## config.mk

```make
export PLATFORM = sky130hd
export DESIGN_NAME = tc_block
export DESIGN_NICKNAME = d
export VERILOG_FILES = /design/src/rtl/tc_pkg.sv /design/src/rtl/tc_prescaler.sv /design/src/rtl/tc_edge_detect.sv /design/src/rtl/tc_channel.sv /design/src/rtl/tc_block.sv
export SDC_FILE = /design/constraint.sdc
export NUM_CORES = 1
export LEC_CHECK = 0
export ABC_CLOCK_PERIOD_IN_PS = 2600
export BUFFER_PORTS_ARGS = -buffer_cell sky130_fd_sc_hd__clkbuf_2
export CAP_MARGIN = 5
export CORE_MARGIN = 4
export CORE_UTILIZATION = 56
export DETAILED_ROUTE_END_ITERATION = 8
export PLACE_DENSITY = 0.76
export SLEW_MARGIN = 20
export SYNTH_ARGS = -nofsm -noshare
export SYNTH_HDL_FRONTEND = slang
export SYNTH_HIERARCHICAL = 1
export SYNTH_SLANG_ARGS = --single-unit
```

## constraint.sdc

```tcl
create_clock -name clk -period 2.6 [get_ports clk]
set_input_delay 0.78 -clock clk [delete_from_list [all_inputs] [get_ports clk]]
set_output_delay 0.78 -clock clk [all_outputs]
set_load 0.05 [all_outputs]
```

## src/rtl/tc_pkg.sv

```systemverilog
package tc_pkg;
   // word index within a channel window (address bits [4:2])
   localparam logic [2:0] REG_CMD   = 3'd0;
   localparam logic [2:0] REG_MODE  = 3'd1;
   localparam logic [2:0] REG_CNT   = 3'd2;
   localparam logic [2:0] REG_CMPA  = 3'd3;
   localparam logic [2:0] REG_CMPC  = 3'd4;
   localparam logic [2:0] REG_IMASK = 3'd5;
   // word index within the block window
   localparam logic [2:0] BLK_CMD   = 3'd0;
   localparam logic [2:0] BLK_MODE  = 3'd1;

   localparam int CH_SPAN_LOG2 = 5;
   localparam int IMASK_W      = 8;
   localparam int MODE_W       = 4;
   localparam int MODE_WAVE    = 3;

   localparam logic [1:0] ROUTE_CH0_WAVE = 2'b01;

   typedef enum logic [2:0] {
      CLK_DIV1  = 3'd0,
      CLK_DIV2  = 3'd1,
      CLK_DIV8  = 3'd2,
      CLK_DIV32 = 3'd3,
      CLK_EXT   = 3'd4
   } clk_sel_e;

   // log2 of the division ratio for divided clock index idx
   function automatic int div_shift(input int idx);
      case (idx)
         0:       return 0;
         1:       return 1;
         2:       return 3;
         default: return 5;
      endcase
   endfunction
endpackage

```

## src/rtl/tc_prescaler.sv

```systemverilog
module tc_prescaler #(
   parameter int NUM_DIV = 4
) (
   input  logic               clk,
   input  logic               rst_n,
   input  logic               clear_i,
   output logic [NUM_DIV-1:0] tick_o
);
   localparam int PRE_W = tc_pkg::div_shift(NUM_DIV - 1);

   initial begin
      if (NUM_DIV < 2 || NUM_DIV > 4) $error("tc_prescaler: NUM_DIV must be 2..4");
      if (PRE_W < 1) $error("tc_prescaler: divider chain too short");
   end

   logic [PRE_W-1:0] pre_q;

   always_ff @(posedge clk or negedge rst_n) begin
      if (!rst_n)       pre_q <= '0;
      else if (clear_i) pre_q <= '0;
      else              pre_q <= pre_q + 1'b1;
   end

   for (genvar g = 0; g < NUM_DIV; g++) begin : g_tick
      localparam int SH = tc_pkg::div_shift(g);
      if (SH == 0) begin : g_full
         assign tick_o[g] = 1'b1;
      end else begin : g_div
         assign tick_o[g] = &pre_q[SH-1:0];

         // a divided tick is never high on two consecutive cycles
         assert_tick_spacing_R3: assert property (@(posedge clk) disable iff (!rst_n)
            tick_o[g] |=> !tick_o[g])
            else $error("divided tick held two cycles");
      end
   end
endmodule

```

## src/rtl/tc_edge_detect.sv

```systemverilog
module tc_edge_detect (
   input  logic clk,
   input  logic rst_n,
   input  logic flush_i,
   input  logic in_i,
   output logic rise_o
);
   logic s1_q, s2_q, s3_q;

   always_ff @(posedge clk or negedge rst_n) begin
      if (!rst_n) begin
         s1_q <= 1'b0;
         s2_q <= 1'b0;
         s3_q <= 1'b0;
      end else if (flush_i) begin
         // restart: forget any edge in flight
         s1_q <= in_i;
         s2_q <= in_i;
         s3_q <= in_i;
      end else begin
         s1_q <= in_i;
         s2_q <= s1_q;
         s3_q <= s2_q;
      end
   end

   assign rise_o = s2_q & ~s3_q;

   // one rising edge yields one single-cycle pulse
   assert_single_rise_R6: assert property (@(posedge clk) disable iff (!rst_n)
      rise_o |=> !rise_o)
      else $error("external rise pulse longer than one cycle");
endmodule

```

## src/rtl/tc_channel.sv

```systemverilog
module tc_channel #(
   parameter int CNT_W   = 16,
   parameter int NUM_DIV = 4,
   parameter int DATA_W  = 32
) (
   input  logic                       clk,
   input  logic                       rst_n,
   input  logic                       sync_i,
   input  logic                       start_i,
   input  logic                       mode_we_i,
   input  logic                       cmpa_we_i,
   input  logic                       cmpc_we_i,
   input  logic                       imask_we_i,
   input  logic [DATA_W-1:0]          wdata_i,
   input  logic [NUM_DIV-1:0]         div_tick_i,
   input  logic                       ext_i,
   output logic [CNT_W-1:0]           count_o,
   output logic [tc_pkg::MODE_W-1:0]  mode_o,
   output logic [CNT_W-1:0]           cmpa_o,
   output logic [CNT_W-1:0]           cmpc_o,
   output logic [tc_pkg::IMASK_W-1:0] imask_o,
   output logic                       wave_o
);
   import tc_pkg::*;

   initial begin
      if (CNT_W != 16 && CNT_W != 32) $error("tc_channel: CNT_W must be 16 or 32");
      if (DATA_W < CNT_W) $error("tc_channel: DATA_W narrower than counter");
   end

   logic                 running_q;
   logic [2:0]           sel_q;
   logic                 wave_en_q;
   logic [CNT_W-1:0]     cnt_q, cmpa_q, cmpc_q, nxt;
   logic [IMASK_W-1:0]   imask_q;
   logic                 out_q;
   logic                 ext_rise, tick_sel, adv;
   logic                 unused_wdata;

   assign unused_wdata = &{1'b0, wdata_i};

   tc_edge_detect i_ext_edge (
      .clk     (clk),
      .rst_n   (rst_n),
      .flush_i (sync_i),
      .in_i    (ext_i),
      .rise_o  (ext_rise)
   );

   always_comb begin
      tick_sel = 1'b0;
      for (int i = 0; i < NUM_DIV; i++) begin
         if (sel_q == 3'(i)) tick_sel = div_tick_i[i];
      end
      if (sel_q == CLK_EXT) tick_sel = ext_rise;
   end

   assign adv = running_q & tick_sel;
   assign nxt = cnt_q + 1'b1;

   always_ff @(posedge clk or negedge rst_n) begin
      if (!rst_n) begin
         running_q <= 1'b0;
         sel_q     <= CLK_DIV1;
         wave_en_q <= 1'b0;
         cmpa_q    <= '0;
         cmpc_q    <= '0;
         imask_q   <= '0;
      end else begin
         if (start_i)    running_q <= 1'b1;
         if (mode_we_i) begin
            sel_q     <= wdata_i[2:0];
            wave_en_q <= wdata_i[MODE_WAVE];
         end
         if (cmpa_we_i)  cmpa_q  <= wdata_i[CNT_W-1:0];
         if (cmpc_we_i)  cmpc_q  <= wdata_i[CNT_W-1:0];
         if (imask_we_i) imask_q <= imask_q | wdata_i[IMASK_W-1:0];
      end
   end

   always_ff @(posedge clk or negedge rst_n) begin
      if (!rst_n)      cnt_q <= '0;
      else if (sync_i) cnt_q <= '0;
      else if (adv)    cnt_q <= nxt;
   end

   // waveform follows the value the counter advances to; compare C wins
   always_ff @(posedge clk or negedge rst_n) begin
      if (!rst_n)                 out_q <= 1'b0;
      else if (!wave_en_q)        out_q <= 1'b0;
      else if (!sync_i && adv) begin
         if (nxt == cmpc_q)       out_q <= 1'b0;
         else if (nxt == cmpa_q)  out_q <= 1'b1;
      end
   end

   assign count_o = cnt_q;
   assign mode_o  = {wave_en_q, sel_q};
   assign cmpa_o  = cmpa_q;
   assign cmpc_o  = cmpc_q;
   assign imask_o = imask_q;
   assign wave_o  = out_q;

   assert_sync_clear_R7: assert property (@(posedge clk) disable iff (!rst_n)
      sync_i |=> (count_o == '0))
      else $error("sync did not clear the count");

   assert_hold_when_idle_R2: assert property (@(posedge clk) disable iff (!rst_n)
      (!sync_i && !adv) |=> $stable(count_o))
      else $error("count moved without an advance");

   assert_step_wrap_R4: assert property (@(posedge clk) disable iff (!rst_n)
      (!sync_i && adv) |=> (count_o == CNT_W'($past(count_o) + 1'b1)))
      else $error("count did not step by one");

   assert_wave_off_R5: assert property (@(posedge clk) disable iff (!rst_n)
      !wave_en_q |=> !wave_o)
      else $error("waveform high outside waveform mode");

   assert_wave_set_R5: assert property (@(posedge clk) disable iff (!rst_n)
      (wave_en_q && !sync_i && adv && (nxt == cmpa_q) && (nxt != cmpc_q)) |=> wave_o)
      else $error("waveform not set on compare A");
endmodule

```

## src/rtl/tc_block.sv

```systemverilog
module tc_block #(
   parameter int CNT_W  = 16,
   parameter int NUM_CH = 2,
   parameter int ADDR_W = 8,
   parameter int DATA_W = 32
) (
   input  logic              clk,
   input  logic              rst_n,
   input  logic [ADDR_W-1:0] bus_addr,
   input  logic              bus_wr,
   input  logic [DATA_W-1:0] bus_wdata,
   output logic [DATA_W-1:0] bus_rdata,
   output logic [NUM_CH-1:0] wave_o
);
   import tc_pkg::*;

   localparam int NUM_DIV  = 4;
   localparam int CH_IDX_W = ADDR_W - CH_SPAN_LOG2;

   initial begin
      if (CNT_W != 16 && CNT_W != 32) $error("tc_block: CNT_W must be 16 or 32");
      if (NUM_CH < 2) $error("tc_block: at least two channels required");
      if (CH_IDX_W < 1 || (NUM_CH + 1) > (1 << CH_IDX_W)) $error("tc_block: ADDR_W too small");
      if (DATA_W < CNT_W || DATA_W < IMASK_W) $error("tc_block: DATA_W too small");
   end

   logic [CH_IDX_W-1:0]  ch_field;
   logic [2:0]           word;
   logic                 blk_sel, sync_now;
   logic [1:0]           bmode_q;
   logic [NUM_DIV-1:0]   div_tick;
   logic [NUM_CH-1:0]    ext_in, wave_int;
   logic [CNT_W-1:0]     cnt_arr  [NUM_CH];
   logic [CNT_W-1:0]     cmpa_arr [NUM_CH];
   logic [CNT_W-1:0]     cmpc_arr [NUM_CH];
   logic [MODE_W-1:0]    mode_arr [NUM_CH];
   logic [IMASK_W-1:0]   mask_arr [NUM_CH];
   logic                 unused_addr;

   assign unused_addr = &{1'b0, bus_addr[1:0]};
   assign ch_field    = bus_addr[ADDR_W-1:CH_SPAN_LOG2];
   assign word        = bus_addr[4:2];
   assign blk_sel     = (ch_field == CH_IDX_W'(NUM_CH));
   assign sync_now    = bus_wr && blk_sel && (word == BLK_CMD) && bus_wdata[0];

   always_ff @(posedge clk or negedge rst_n) begin
      if (!rst_n) bmode_q <= '0;
      else if (bus_wr && blk_sel && word == BLK_MODE) bmode_q <= bus_wdata[1:0];
   end

   tc_prescaler #(.NUM_DIV(NUM_DIV)) i_prescaler (
      .clk     (clk),
      .rst_n   (rst_n),
      .clear_i (sync_now),
      .tick_o  (div_tick)
   );

   for (genvar g = 0; g < NUM_CH; g++) begin : g_ch
      logic hit;
      assign hit = bus_wr && (ch_field == CH_IDX_W'(g));

      if (g == 1 && CNT_W == 16) begin : g_cascade
         assign ext_in[g] = (bmode_q == ROUTE_CH0_WAVE) & wave_int[0];
      end else begin : g_no_ext
         assign ext_in[g] = 1'b0;
      end

      tc_channel #(.CNT_W(CNT_W), .NUM_DIV(NUM_DIV), .DATA_W(DATA_W)) i_channel (
         .clk        (clk),
         .rst_n      (rst_n),
         .sync_i     (sync_now),
         .start_i    (hit && word == REG_CMD && bus_wdata[0]),
         .mode_we_i  (hit && word == REG_MODE),
         .cmpa_we_i  (hit && word == REG_CMPA),
         .cmpc_we_i  (hit && word == REG_CMPC),
         .imask_we_i (hit && word == REG_IMASK),
         .wdata_i    (bus_wdata),
         .div_tick_i (div_tick),
         .ext_i      (ext_in[g]),
         .count_o    (cnt_arr[g]),
         .mode_o     (mode_arr[g]),
         .cmpa_o     (cmpa_arr[g]),
         .cmpc_o     (cmpc_arr[g]),
         .imask_o    (mask_arr[g]),
         .wave_o     (wave_int[g])
      );
   end

   assign wave_o = wave_int;

   always_comb begin
      bus_rdata = '0;
      for (int c = 0; c < NUM_CH; c++) begin
         if (ch_field == CH_IDX_W'(c)) begin
            case (word)
               REG_MODE:  bus_rdata = DATA_W'(mode_arr[c]);
               REG_CNT:   bus_rdata = DATA_W'(cnt_arr[c]);
               REG_CMPA:  bus_rdata = DATA_W'(cmpa_arr[c]);
               REG_CMPC:  bus_rdata = DATA_W'(cmpc_arr[c]);
               REG_IMASK: bus_rdata = DATA_W'(mask_arr[c]);
               default:   bus_rdata = '0;
            endcase
         end
      end
      if (blk_sel && word == BLK_MODE) bus_rdata = DATA_W'(bmode_q);
   end
endmodule

```

==> results.md <==
- Drt first pass iters: 6
- Status: finished, violations left
- Mapped cell area: 8620 sq um
- Number of hold violations in the final report: 0
- Number of DRC markers in iteration 0: 843
- Diode count: 0
- Initial antenna violation count: 0
- CTS H-tree lvls: 4
- LEAKAGE: 5.08 nW
- Slew margin rel.: 51.7%
- Placed Instance Area: 10000 sq um
- Type of the most critical hold path: in2async
- Die Span Y: ~130 um
- Startpoint types: primary input
- Floorplan row count: 45
- GR Util All Layers: 30.5%
- Post-DR vias/cell: approximately 6.4
- Yosys cell types: between 60 and 70
- Non-filler cells, final: between 1000 and 1500
- Sink Count: 137
- Max Clock Skew: 0.0106 ns
- Layout cell share with drive strength beyond 1: 37.6%
- Max VDD drop: roughly 0.60 mV
- Synthesis-to-layout area growth: 31.7%
- Dpl ws: -0.435 ns
- Critical path endpoint category: output port
- Wirelength per Cell: 24.5 um
- Post-route ant nets: 0
- Post-synth EDFFs: 0
- Minimum clock period: between 2 and 3 ns
- Prevailing post-synth register cell: dfrtp_1
- Tightest Pin Transition: 0.723 ns
- Crit-path cells: clkbuf_16 > buf_12 > buf_8 > buf_6 > mux2i_1 > o221ai_1 > o21ai_1 > o21ai_4 > buf_12
- Cell count after placement: between 1000 and 1500
- Largest net degree at the start of global routing: 57
- Setup ws final: -0.369 ns
- RD Place Congestion: 0.884
- Insertion delay to the later sink of the worst-skew pair: 0.44 ns
- CTS max path bufs: 2
- First-pass GRT wire length: 41.9 mm
- Most frequent cells in the layout: dfrtp_1, mux2_2, xnor2_1
- Total grt overflow: 0
- PwrDens: 611 nW/um^2
- Number of global-route vias before repair: 7316
- Clk pin slew, worst setup/hold paths: 0.06 ns
- Worst path max stage delay: 0.23 ns
- Final period utilization: 114%
- Failing checks: setup timing
- Remaining DRCs: 0
- Core box area: 15100 sq um
- # setup viols final: 16
- Total routed wirelength: 28.0 mm
- Die area: 17400 sq um
- Leading cell type in the layout, fill and taps excluded: dfrtp_1
- RSZ-0062 raised after global routing: yes
- Ports: just under 80
- CTS tree: done
- #FFs+latches synth: roughly 140
- Via count: 7356
- Max-slew violations: 0
- Total CTS buffers: 17
- Fin area: approximately 11000 sq um
- Cell mode on critical path: buf_12
- Synth Instances: between 800 and 900
- Worst Path Buf+Inv: 5
- Achievable frequency: 337 MHz
- # Max-Cap Violations: 0
- Die Span X: approximately 130 um
- Critical Path Slowest Stage Cell: o221ai_1
- Multi-input logic area: 5420 sq um
- Port Buffers: 42
- Avg Cell Area, Syn: 10.2 sq um
- WS Path Type: in2out
- Post-CTS Hold Fix Bufs: 0
- Async SR Flop Fraction: between 90% and 100%
- Root Buffer: clkbuf_16
- Reg area: 3430 sq um
- Critical Path RT: 1.82 ns
- Fin nets: just under 1000
- Top delay family on crit path: buffers and inverters
- Dpl hpwl: 16.6 mm
- Register area share after synthesis: roughly two fifths
- CP max FO: 6
- Starting Density: between 50% and 60%
- Worst Path Arrival: about 2.2 ns
- Fill cell count: 879
- Synth Warn #: 6
[worst register-to-register path: stages, from the launching register on]
cell and delay [ns]:
dfrtp_1 0.61, nand4_4 0.26, nor3_4 0.26, xnor2_1 0.25, xnor2_1 0.22, o211ai_1 0.20, nor4_1 0.42, a211oi_2 0.12
[through the flow]
step / power (mW) / TNS (ns) / hold WS, ns / utilization (%)
finish: 6.93 / -4.83 / 0.325 / 74.9
global route: 7.16 / -5.22 / 0.361 / 74.9
CTS: 6.79 / -4.14 / 0.333 / 74.0
detailed placement: 4.14 / -9.77 / 0.444 / 66.3
global placement: 4.09 / -9.41 / 0.432 / 66.3
floorplan: 3.69 / -2.62 / 0.422 / -
[worst paths after layout]
kind	startpoint	endpoint	slack [ns]	cells after the start
max reg2reg	g_ch[0].i_channel/count_o[5]$_DFFE_PN0P_	g_ch[0].i_channel/wave_o$_DFFE_PN0P_	0.12	7
max in group asynchronous	rst_n	g_ch[1].i_channel/count_o[15]$_DFFE_PN0P_	1.63	2
min	rst_n	g_ch[0].i_channel/sel_q[0]$_DFFE_PN0P_	0.33	1
max	bus_addr[2]	bus_rdata[0]	-0.37	9
min reg2reg	g_ch[1].i_channel/imask_o[1]$_DFFE_PN0P_	g_ch[1].i_channel/imask_o[1]$_DFFE_PN0P_	0.46	1
min in group clk	g_ch[1].i_channel/imask_o[1]$_DFFE_PN0P_	g_ch[1].i_channel/imask_o[1]$_DFFE_PN0P_	0.46	1
[area by class of cell]
class	count	share of cell area [%]
multi-input combinational	634	47.8
sequential	137	30.2
timing repair buffer	142	14.1
clock buffer	19	3.99
tap	188	2.07
clock inverter	13	1.48
inverter	11	0.364
[per-layer routing]
layer,part of all wire (%),GRT usage (%)
met5,0,0
met4,7.0,16.2
met3,7.5,5.84
met2,48,49.9
met1,38,38.3
[synthesized netlist by cell type, drive strengths merged (15+ instances only)]
cell,n,share of area (%)
a21o,16,1.4
nand2,58,2.6
clkbuf,17,0.74
mux2i,30,3.5
nor4,15,1.5
xor2,40,4.1
mux2,86,11
dfrtp,137,40
buf,62,4.7
nor2,68,3.0
nor3,33,2.3
a221oi,15,1.5
nand3,26,1.6
xnor2,78,7.9
[cell families (layout without fill, tap and decap cells)]
kind of cell,after synthesis,in the layout,share of synthesized area [%]
compound gates,113,113,9.88
xor+xnor,118,118,12.0
fa+ha+maj,7,7,0.958
buf+inv,90,185,5.93
flops,137,137,39.8
mux,116,116,14.9
other cells,2,20,0.0872
simple gates,259,260,16.5
[registers in the layout (all words and copies together) (netlist names)]
signal,cells
g_ch.i_channel/running_q,2
g_ch.i_channel/count_o,32
g_ch.i_channel/cmpa_o,32
g_ch.i_channel/cmpc_o,32
i_prescaler/pre_q,5
g_ch.i_channel/imask_o,16
g_ch.i_channel/i_ext_edge/s1_q,2
bmode_q,2
g_ch.i_channel/wave_o,2
g_ch.i_channel/i_ext_edge/s3_q,2
g_ch.i_channel/sel_q,6
g_ch.i_channel/wave_en_q,2
g_ch.i_channel/i_ext_edge/s2_q,2
[power breakdown]
| part | internal (mW) | leakage (nW) | switching [mW] | total (mW) |
|---|---|---|---|---|
| Combinational | 0.768 | 2.97 | 0.860 | 1.63 |
| Clock | 1.57 | 0.300 | 0.997 | 2.56 |
| Sequential | 2.40 | 1.80 | 0.339 | 2.74 |
| Total | 4.74 | 5.08 | 2.20 | 6.93 |
[timing repair]
| item | 4_1_cts | 5_1_grt |
|---|---|---|
| buffers inserted | 13 | 3 |
| cloned | 5 | 0 |
| pin swaps | 35 | 24 |
| setup endpoints to repair | 16 | 18 |
| gates resized for setup | 75 | 19 |
No activity file was read; power rests on OpenSTA's default activity.
